## config.mk

```make
export PLATFORM = sky130hd
export DESIGN_NAME = board_sysctl
export DESIGN_NICKNAME = d
export VERILOG_FILES = /design/src/rtl/sysctl_pkg.sv /design/src/rtl/sysctl_keylvl.sv /design/src/rtl/sysctl_disp.sv /design/src/rtl/sysctl_ticker.sv /design/src/rtl/board_sysctl.sv
export SDC_FILE = /design/constraint.sdc
export NUM_CORES = 1
export LEC_CHECK = 0
export BUFFER_PORTS_ARGS = -buffer_cell sky130_fd_sc_hd__buf_4
export CAP_MARGIN = 10
export CORE_MARGIN = 1.5
export CORE_UTILIZATION = 40
export CTS_CLUSTER_SIZE = 20
export DETAILED_ROUTE_END_ITERATION = 7
export GPL_TIMING_DRIVEN = 1
export HOLD_SLACK_MARGIN = 0.15
export REMOVE_ABC_BUFFERS = 1
export SYNTH_ARGS = -nofsm -noshare
export SYNTH_HDL_FRONTEND = slang
export SYNTH_HIERARCHICAL = 1
export SYNTH_SLANG_ARGS = --single-unit
```

## constraint.sdc

```tcl
create_clock -name clk -period 5.85 [get_ports clk]
set_input_delay 1.17 -clock clk [delete_from_list [all_inputs] [get_ports clk]]
set_output_delay 1.17 -clock clk [all_outputs]
set_load 0.02 [all_outputs]
```

## src/rtl/sysctl_pkg.sv

```systemverilog
package sysctl_pkg;

  typedef enum logic [2:0] {
    BK_926   = 3'd0,
    BK_EB    = 3'd1,
    BK_A8    = 3'd2,
    BK_PBX   = 3'd3,
    BK_VX    = 3'd4,
    BK_OTHER = 3'd5
  } board_kind_e;

  localparam logic [15:0] UNLOCK_KEY = 16'hA05F;

  localparam logic [11:0] OFF_ID     = 12'h000;
  localparam logic [11:0] OFF_LED    = 12'h008;
  localparam logic [11:0] OFF_KEY    = 12'h020;
  localparam logic [11:0] OFF_FLAGS  = 12'h030;
  localparam logic [11:0] OFF_RSTLVL = 12'h040;
  localparam logic [11:0] OFF_ONE    = 12'h044;
  localparam logic [11:0] OFF_CARD   = 12'h048;
  localparam logic [11:0] OFF_DISP   = 12'h050;
  localparam logic [11:0] OFF_TICK   = 12'h05C;
  localparam logic [11:0] OFF_PROC0  = 12'h084;
  localparam logic [11:0] OFF_PROC1  = 12'h088;

  function automatic board_kind_e kind_of(input logic [31:0] id);
    case (id[27:16])
      12'h100: return BK_926;
      12'h140: return BK_EB;
      12'h178: return BK_A8;
      12'h182: return BK_PBX;
      12'h190: return BK_VX;
      default: return BK_OTHER;
    endcase
  endfunction

endpackage

```

## src/rtl/sysctl_keylvl.sv

```systemverilog
module sysctl_keylvl
  import sysctl_pkg::*;
#(
  parameter bit ABSENT = 1'b0
) (
  input  logic        clk,
  input  logic        rst_ni,
  input  logic        wr_key,
  input  logic        wr_lvl,
  input  logic [31:0] wdata,
  output logic [15:0] key_q,
  output logic        locked,
  output logic [31:0] lvl_q
);

  logic [15:0] key_d;
  logic [31:0] lvl_d;
  logic        lvl_en;

  assign locked = (key_q != UNLOCK_KEY);
  assign lvl_en = wr_lvl && !locked && !ABSENT;

  always_comb begin
    key_d = key_q;
    lvl_d = lvl_q;
    if (wr_key) key_d = wdata[15:0];
    if (lvl_en) lvl_d = wdata;
  end

  always_ff @(posedge clk or negedge rst_ni) begin
    if (!rst_ni) begin
      key_q <= '0;
      lvl_q <= '0;
    end else begin
      key_q <= key_d;
      lvl_q <= lvl_d;
    end
  end

  // the key only moves on a write to its offset
  assert_key_hold_R3: assert property (@(posedge clk) disable iff (!rst_ni)
    !wr_key |=> $stable(key_q));

  // reset level only moves on a write while unlocked
  assert_lvl_gate_R4: assert property (@(posedge clk) disable iff (!rst_ni)
    (!wr_lvl || key_q != UNLOCK_KEY) |=> $stable(lvl_q));

endmodule

```

## src/rtl/sysctl_disp.sv

```systemverilog
module sysctl_disp
  import sysctl_pkg::*;
#(
  parameter board_kind_e KIND = BK_OTHER
) (
  input  logic        clk,
  input  logic        rst_ni,
  input  logic        wr,
  input  logic [31:0] wdata,
  output logic [31:0] disp_q,
  output logic [1:0]  mux_q
);

  localparam logic [31:0] RST_VAL = (KIND == BK_VX) ? 32'h0 : 32'h0000_1F00;
  localparam logic [31:0] KEEP =
    (KIND == BK_926 || KIND == BK_EB) ? 32'h0000_3F00 :
    (KIND == BK_A8  || KIND == BK_PBX) ? 32'h0000_0080 : 32'hFFFF_FFFF;
  localparam bit HAS_MUX = (KIND == BK_926);

  logic [31:0] disp_d;
  logic [1:0]  mux_d;

  always_comb begin
    disp_d = disp_q;
    mux_d  = mux_q;
    if (wr) begin
      disp_d = (disp_q & KEEP) | (wdata & ~KEEP);
      if (HAS_MUX) mux_d = wdata[1:0];
    end
  end

  always_ff @(posedge clk or negedge rst_ni) begin
    if (!rst_ni) begin
      disp_q <= RST_VAL;
      mux_q  <= 2'b00;
    end else begin
      disp_q <= disp_d;
      mux_q  <= mux_d;
    end
  end

  // the protected bits of this variant never change
  assert_keep_bits_R6: assert property (@(posedge clk) disable iff (!rst_ni)
    1'b1 |=> ((disp_q & KEEP) == ($past(disp_q) & KEEP)));

  // the select output only moves on a display write
  assert_mux_hold_R9: assert property (@(posedge clk) disable iff (!rst_ni)
    !wr |=> $stable(mux_q));

endmodule

```

## src/rtl/sysctl_ticker.sv

```systemverilog
module sysctl_ticker #(
  parameter int CNT_W = 32
) (
  input  logic             clk,
  input  logic             rst_ni,
  input  logic             tick,
  output logic [CNT_W-1:0] cnt_q
);

  logic [CNT_W-1:0] cnt_d;

  always_comb begin
    cnt_d = cnt_q;
    if (tick) cnt_d = cnt_q + 1'b1;
  end

  always_ff @(posedge clk or negedge rst_ni) begin
    if (!rst_ni) cnt_q <= '0;
    else         cnt_q <= cnt_d;
  end

  assert_tick_step_R11: assert property (@(posedge clk) disable iff (!rst_ni)
    tick |=> (cnt_q == $past(cnt_q) + 1'b1));

  assert_tick_hold_R11: assert property (@(posedge clk) disable iff (!rst_ni)
    !tick |=> $stable(cnt_q));

endmodule

```

## src/rtl/board_sysctl.sv

```systemverilog
module board_sysctl
  import sysctl_pkg::*;
#(
  parameter logic [31:0] ID_WORD = 32'h0190_0000,
  parameter logic [31:0] PROC_ID = 32'h0C00_0000,
  parameter int          CNT_W   = 32
) (
  input  logic        clk,
  input  logic        rst_n,
  input  logic [11:0] reg_addr,
  input  logic        reg_wr,
  input  logic        reg_rd,
  input  logic [31:0] reg_wdata,
  output logic [31:0] reg_rdata,
  input  logic        card_present,
  input  logic        write_protect,
  input  logic        tick_24m,
  output logic [1:0]  disp_mux,
  output logic        bad_access
);

  localparam board_kind_e KIND   = kind_of(ID_WORD);
  localparam int          WP_BIT = (KIND == BK_926 || KIND == BK_EB) ? 2 : 1;

  // reset: asynchronous assert, synchronous release
  logic [1:0] rst_sync;
  logic       rst_ni;

  always_ff @(posedge clk or negedge rst_n) begin
    if (!rst_n) rst_sync <= 2'b00;
    else        rst_sync <= {rst_sync[0], 1'b1};
  end
  assign rst_ni = rst_sync[1];

  // address decode
  logic hit;
  logic wr_led, wr_key, wr_flags, wr_lvl, wr_disp;

  always_comb begin
    case (reg_addr)
      OFF_ID, OFF_LED, OFF_KEY, OFF_FLAGS, OFF_RSTLVL, OFF_ONE,
      OFF_CARD, OFF_DISP, OFF_TICK, OFF_PROC0, OFF_PROC1: hit = 1'b1;
      default: hit = 1'b0;
    endcase
  end

  assign wr_led   = reg_wr && (reg_addr == OFF_LED);
  assign wr_key   = reg_wr && (reg_addr == OFF_KEY);
  assign wr_flags = reg_wr && (reg_addr == OFF_FLAGS);
  assign wr_lvl   = reg_wr && (reg_addr == OFF_RSTLVL);
  assign wr_disp  = reg_wr && (reg_addr == OFF_DISP);

  // simple storage: LED, flags, card status, error flag
  logic [31:0] led_q, led_d, flags_q, flags_d;
  logic [2:0]  stat_q, stat_d;
  logic        bad_d;

  always_comb begin
    led_d   = wr_led   ? reg_wdata : led_q;
    flags_d = wr_flags ? reg_wdata : flags_q;
    stat_d  = 3'b000;
    stat_d[0]      = card_present;
    stat_d[WP_BIT] = write_protect;
    bad_d   = (reg_wr || reg_rd) && !hit;
  end

  always_ff @(posedge clk or negedge rst_ni) begin
    if (!rst_ni) begin
      led_q      <= '0;
      flags_q    <= '0;
      stat_q     <= '0;
      bad_access <= 1'b0;
    end else begin
      led_q      <= led_d;
      flags_q    <= flags_d;
      stat_q     <= stat_d;
      bad_access <= bad_d;
    end
  end

  // submodules
  logic [15:0]      key_q;
  logic             locked;
  logic [31:0]      lvl_q;
  logic [31:0]      disp_q;
  logic [CNT_W-1:0] cnt_q;

  sysctl_keylvl #(.ABSENT(KIND == BK_VX)) u_keylvl (
    .clk    (clk),
    .rst_ni (rst_ni),
    .wr_key (wr_key),
    .wr_lvl (wr_lvl),
    .wdata  (reg_wdata),
    .key_q  (key_q),
    .locked (locked),
    .lvl_q  (lvl_q)
  );

  sysctl_disp #(.KIND(KIND)) u_disp (
    .clk    (clk),
    .rst_ni (rst_ni),
    .wr     (wr_disp),
    .wdata  (reg_wdata),
    .disp_q (disp_q),
    .mux_q  (disp_mux)
  );

  sysctl_ticker #(.CNT_W(CNT_W)) u_tick (
    .clk    (clk),
    .rst_ni (rst_ni),
    .tick   (tick_24m),
    .cnt_q  (cnt_q)
  );

  // read multiplexer
  always_comb begin
    case (reg_addr)
      OFF_ID:     reg_rdata = ID_WORD;
      OFF_LED:    reg_rdata = led_q;
      OFF_KEY:    reg_rdata = {15'b0, locked, key_q};
      OFF_FLAGS:  reg_rdata = flags_q;
      OFF_RSTLVL: reg_rdata = (KIND == BK_VX) ? 32'h0 : lvl_q;
      OFF_ONE:    reg_rdata = 32'h1;
      OFF_CARD:   reg_rdata = {29'b0, stat_q};
      OFF_DISP:   reg_rdata = disp_q;
      OFF_TICK:   reg_rdata = 32'(cnt_q);
      OFF_PROC0:  reg_rdata = PROC_ID;
      OFF_PROC1:  reg_rdata = 32'hFF00_0000;
      default:    reg_rdata = 32'h0;
    endcase
  end

  // an unmapped strobe raises the error flag on the next clock
  assert_bad_pulse_R12: assert property (@(posedge clk) disable iff (!rst_ni)
    ((reg_wr || reg_rd) && !hit) |=> bad_access);

  // no flag without a strobe
  assert_bad_quiet_R12: assert property (@(posedge clk) disable iff (!rst_ni)
    !(reg_wr || reg_rd) |=> !bad_access);

  // card-present bit follows the input by one clock
  assert_card_bit_R10: assert property (@(posedge clk) disable iff (!rst_ni)
    1'b1 |=> (stat_q[0] == $past(card_present)));

  // LED register only moves on its own write
  assert_led_hold_R13: assert property (@(posedge clk) disable iff (!rst_ni)
    !wr_led |=> $stable(led_q));

endmodule

```

---- Word level (Yosys, flattened, before mapping) ----
Cells that the tools add are included.
word-level totals
  flip-flop bits (word level) ............. 117
  bits in latches ......................... 0
  RAM bits ................................ 0
  ROM bits ................................ 0
  bits of input ports ..................... 51
  output and inout bits ................... 35
  memories ................................ 0
cells by class
  add/subtract/negate cells ............... 1
  multipliers ............................. 0
  divide/modulo/power cells ............... 0
  magnitude comparators ................... 0
  eq/ne operators ......................... 11
  shift-type cells ........................ 0
  multiplexer cells ....................... 2
  bitwise logic cells ..................... 0
  reductions and logical operators ........ 8
operator list
  kind                                            number
  case mux 32 bit (9 select lines)                1
  == test 12 x 7 -> 1 bit, second input constant  5
  adder 32 x 1 -> 32 bit, second input constant   1
  == test 12 x 6 -> 1 bit, second input constant  2
  == test 12 x 8 -> 1 bit, second input constant  2
  inequality test 16 bit, second input constant   1
  == test 12 x 4 -> 1 bit, second input constant  1
  zero test 12 bit                                1
  OR reduction 11 bit                             1
  logical AND 1 bit                               4
  zero test 1 bit                                 1
  logical OR 1 bit                                1
  2-to-1 mux 1 bit                                1

---- Longest topological paths before layout ----
Gate-level depths: netlist of the first run.
  depth after elaboration ................. 5
  depth in mapped cells ................... 7

---- Hierarchy ----
Netlist of the first run, hierarchy kept.
by module, submodules not included
  module         instances  cells an instance  area each (um^2)  seq. area each (um^2)
  board_sysctl   1          363                4,036.4           1,726.7
  sysctl_ticker  1          123                1,448.9           800.8
  sysctl_keylvl  1          72                 938.4             400.4
  sysctl_disp    1          35                 259.0             0.0

---- Least setup slack after synthesis of the first run ----
Ideal clock, no wire load.
  path kind ............................... input to output
  start ................................... input port reg_addr[9]
  end ..................................... output port reg_rdata[11]
  arrival ................................. 2.912 ns
  data required time ...................... 4.680 ns
  setup slack ............................. 1.768 ns
  stages on the path ...................... 6
  buffers on the path ..................... 2
  path through ............................ nor4_1 > nand4b_1 > or3_1 > clkbuf_1 > clkbuf_1 > o211ai_1
between the ends
  cells in the longest elaborated chain, start to end .. 2
ends and longest elaborated chain
  item                                             line                 source
  start, declared                                  board_sysctl.sv:10   input logic [11:0] reg_addr,
  == test 12 x 8 -> 1 bit (tied with other cells)  board_sysctl.sv:117  case (reg_addr)
  case mux 32 bit (9 select lines) *               board_sysctl.sv:117
  end, declared                                    board_sysctl.sv:14   output logic [31:0] reg_rdata,
Mark *: on every way between the ends. The rest lies on a longest branch, timed or not.

---- Worst setup path in the final report of the first run ----
  start ................................... input port reg_addr[9]
  end ..................................... output port reg_rdata[15]
Same word-level chain as after synthesis.

==> flow_summary.ini, run 1 <==
[run_status]
outcome = complete, no violations

[sta]
slew_headroom_pct = 22.10
fin_skew_ps = 5.001
worst_pin_slew_ps = 1153
drv_slew = 0
rsz0062_at_grt = no
finalSetupViolCount = 0
setup_tns_ps = 0
finalHoldViolations = 0
hold_ws_ps = 330.5
fmax_ghz = 0.2095
fin_crit_ps = 4773
min_period_over_period_pct = 81.59

[global_route]
use_met3_pct = 3.854
grt_pass1_vias = 4763
grt_use_met1_pct = 27.72
grt_overflow = 0
antenna_found_initial = 0
grt_usage_pct = 20.20
busiest_layer = met2
grt_max_degree = 74
groute.layer.met2.usage_pct = 32.43
grt_pass1_wl_um = 25820

[worst_setup_path]
critPathMaxFanout = 23
end_kind = output pin
cpPeakStageDelay_ps = 880
crit_path_cell_trace = buf_4, nor4_1, nand4b_1, or3_1, o211ai_1, buf_4
r2r-start = u_tick/cnt_q[9]
worstPathArrival_ps = 3600
r2r_cells = 4
required_ps = 4680
slowest_stage = or3_1
r2r_slack_ps = 3900
critPathCapture = reg_rdata[15]
r2r-end = u_tick/cnt_q[31]
startpoint = reg_addr[9]
critPathBufInv = 2
cpMostUsedCell = buf_4
startpoint_type = input pin
cp_top_family = simple AND/OR/NAND/NOR gates
crit_cells = 6
crit_type = in -> out

[clocking]
cts_buffer_depth = 2
post-cts-setup-buffer-count = 0
cts_inserted_buffers = 17
insertion_delay_ps = 410
cts_resized = 0
ctsHoldBuffers = 0
clock_sinks = 117
cts_tree = built
clock-root-buffer = clkbuf_16
clkSlewWorstSetupHoldPaths_ps = 50
htreeDepth = 4

[synthesis]
syn_inst = 557
syn_area_per_cell_um2 = 11.53
synth_warnings = 6
syn_area_um2 = 6422

[cells_and_area]
stdcell_count = 860
syn_to_final_growth_pct = 18.08
finalNetCount = 684
post-route-cell-area_um2 = 7584
antennaDiodeCount = 0
drive_gt1_share_pct = 32.76
fillers = 1460

[power]
finalPower_w = 0.001972
p_leak_nw = 3.623
ir_drop_v = 0.0002164
power_per_cell_area_nw_per_um2 = 260.1

[job]
max-cap-violations = 0

[place]
hpwl_um = 10760
gp_congestion = 0.8764
placed_cell_area_um2 = 7059
place_inst = 829
io_buffers = 83

[routing]
drc = 0
dr.pass1.iters = 5
vias_per_cell = 5.287
vias = 4547
drtIter0Drc = 267
wl_um = 16030
drt.antenna.violating_nets = 0
wire_per_inst_um = 18.64

[floorplanning]
pin_count = 86
die_w_um = 129.7
rows = 46
start_util_pct = 40.73
core_um2 = 15770
die_h_um = 129.7
die_area_um2 = 16820

[worst_hold_path]
hold_class = reg -> async
how the worst min path moves through the flow:
stage | slack, ps | end | cells past startpoint
after global routing | 370 | rst_sync[1] | 0
after CTS | 360 | rst_sync[1] | 0
final | 330 | flags_q[28] | 0
after global placement | 340 | rst_sync[1] | 0
after floorplan | 330 | rst_sync[1] | 0
after detailed placement | 340 | rst_sync[1] | 0
registers in the layout, summed over array words and instances, names as in the netlist:
register / count
u_keylvl/key_q: 16
u_tick/cnt_q: 32
flags_q: 32
stat_q: 2
led_q: 32
bad_access: 1
rst_sync: 2
layer usage:
metal / vias up / part of all wire [%]
met5: - / 0
met4: 0 / 0.97
met3: 11 / 3.6
met2: 98 / 48
met1: 2294 / 47
li1: 2144 / -
where the power goes:
group / internal (W) / total [W] / switching [W]
Sequential: 0.000840 / 0.000890 / 0.0000491
Combinational: 0.0000677 / 0.000152 / 0.0000842
Clock: 0.000579 / 0.000931 / 0.000351
final cells by class:
cell class / instances / area, um2 / area share, %
Multi-Input combinational cell: 401 / 3163 / 41.71
Sequential cell: 117 / 2932 / 38.66
Timing Repair Buffer: 90 / 675.6 / 8.909
Clock buffer: 26 / 499.2 / 6.583
Tap cell: 216 / 270.3 / 3.564
Clock inverter: 5 / 25.02 / 0.3300
Inverter: 5 / 18.77 / 0.2475
layout by cell type, fill, tap and decap left out, drive strengths merged, types with 5 or more instances in the layout:
master,count
conb,35
nor3,11
nand3,11
a221o,5
clkbuf,26
o211ai,16
nand2,41
inv,5
nor2b,5
nor4,13
xor2,13
and2,5
buf,90
xnor2,20
dfrtp,117
mux2,82
a22oi,45
nor2,19
and3,19
clkinv,5
nand4,12
o221ai,8
stage by stage:
step	util [%]	worst slack [ps]
floorplan	-	1236
global placement	44.76	1163
detailed placement	44.76	1110
CTS	48.09	1116
global route	48.09	797.2
finish	48.09	1077
No activity file was read; power rests on OpenSTA's default activity.
==> inputs of run 2 (changes only) <==
- clock period: 5.85 -> 3.9 ns (I/O delays scaled with it)
==> run 2 against run 1 <==
Net effect:
- sequential power up 51%
- clock skew about the same
- clock power up 84%
- flip-flop and latch count unchanged
- sequential share of layout area down 1.2 points
- die area unchanged
- worst setup slack worse by 750 ps
- non-clock buffer count up 13
- wire length down 0.51%
- combinational power up 51%
- largest power group unchanged
==> flow_summary.ini, run 2 (synthesis results as in run 1) <==
[place]
hpwl_um = 11120
gp_congestion = 0.8606
io_buffers = 83

[cells_and_area]
fillers = 1439
largestRegisters = flags_q (32), led_q (32), u_tick/cnt_q (32)
finalNetCount = 697
syn_to_final_growth_pct = 21.94
drive_gt1_share_pct = 34.80
layout_common_cells = dfrtp_1, buf_4, a22oi_1
antennaDiodeCount = 0
final_common_cell = dfrtp_1

[worst_setup_path]
r2r_slack_ps = 1980
critPathMaxFanout = 8
required_ps = 3120
r2r_cells = 4
slowest_stage = or4_1
critPathBufInv = 2
cpMostUsedCell = buf_4
crit_path_cell_trace = buf_4, or4_1, or2_2, a2111oi_0, a211o_1, buf_4
cp_top_family = simple AND/OR/NAND/NOR gates
worstPathArrival_ps = 2790
end_kind = output pin
r2r-end = u_tick/cnt_q[31]
startpoint = reg_addr[9]
cpPeakStageDelay_ps = 730
crit_type = in -> out
startpoint_type = input pin
critPathCapture = reg_rdata[20]
crit_cells = 6
r2r-start = u_tick/cnt_q[2]

[clocking]
htreeDepth = 4
cts_buffer_depth = 2
cts_inserted_buffers = 17
post-cts-setup-buffer-count = 0
insertion_delay_ps = 420
clock-root-buffer = clkbuf_16
cts_resized = 0
ctsHoldBuffers = 1
clkSlewWorstSetupHoldPaths_ps = 60
cts_tree = built
clock_sinks = 117

[routing]
wire_per_inst_um = 18.25
wl_um = 15950
drtIter0Drc = 278
vias = 4637
dr.pass1.iters = 4
vias_per_cell = 5.305
drc = 0
drt.antenna.violating_nets = 0

[sta]
worst_pin_slew_ps = 922.4
rsz0062_at_grt = no
fmax_ghz = 0.2800
fin_skew_ps = 4.996
fin_crit_ps = 3571
setup_tns_ps = 0
drv_slew = 0
slew_headroom_pct = 38.51
min_period_over_period_pct = 91.57
finalHoldViolations = 0
finalSetupViolCount = 0

[power]
finalPower_w = 0.003274
power_per_cell_area_nw_per_um2 = 418.0
ir_drop_v = 0.0003355
p_leak_nw = 3.730

[floorplanning]
start_util_pct = 40.73
rows = 46
die_h_um = 129.7
die_area_um2 = 16820
die_w_um = 129.7
core_um2 = 15770
pin_count = 86

[job]
max-cap-violations = 0

[global_route]
grt_max_degree = 72
grt_usage_pct = 20.15
grt_pass1_wl_um = 25780
grt_pass1_vias = 4880
grt_overflow = 0
antenna_found_initial = 0

[worst_hold_path]
hold_class = reg -> reg

[run_status]
outcome = complete, no violations
==> run 2: final cells by class <==
type	count	area (um2)	share of cell area [%]
clock buffers	18	439.2	5.608
clock inverters	14	207.7	2.652
inverters	5	18.77	0.2397
multi-input cells	401	3163	40.39
flip-flops and latches	117	2932	37.43
well taps	216	270.3	3.451
repair buffers	103	800.8	10.23
==> run 2: through the flow <==
step	setup slack (ps)	utilization (%)	instance area (um2)	instances	hold WS, ps
finish	328.8	49.66	7831	874	361.4
global route	96.97	49.66	7831	874	391.7
CTS	362.2	49.66	7831	874	361.0
detailed placement	360.8	45.49	7174	841	335.7
global placement	395.0	45.49	7174	841	338.9
floorplan	65.97	-	6110	523	331.2
==> run 2: routing by layer <==
layer,global-route usage (%),vias to the layer above,share of wire (%)
li1,-,2173,-
met1,25.84,2311,45
met2,33.05,118,48
met3,4.346,35,4.5
met4,8.627,0,2.4
met5,0,-,0
==> run 2: power breakdown <==
group          switching [W]  total [W]  leakage [nW]  internal [W]
combinational       0.000123   0.000229          1.82      0.000106
clock               0.000562    0.00171         0.304       0.00114
sequential         0.0000796    0.00134          1.60       0.00126
total               0.000764    0.00327          3.73       0.00251
==> run 2: worst min-delay path by stage <==
stage                      startpoint          end  slack (ps)  cells after the start
after floorplan           rst_sync[0]  rst_sync[1]         330                      0
after global placement    rst_sync[0]  rst_sync[1]         340                      0
after detailed placement  rst_sync[0]  rst_sync[1]         340                      0
after CTS                 rst_sync[0]  rst_sync[1]         360                      0
after global routing      rst_sync[0]  rst_sync[1]         390                      0
final                     rst_sync[0]  rst_sync[1]         360                      0
==> run 2: worst register-to-register path, cell delays in order, from the launching register on <==
cell and delay (ps):
dfrtp_1 470, nand4_4 170, nor4_1 770, nand4_1 220
xnor2_1 180
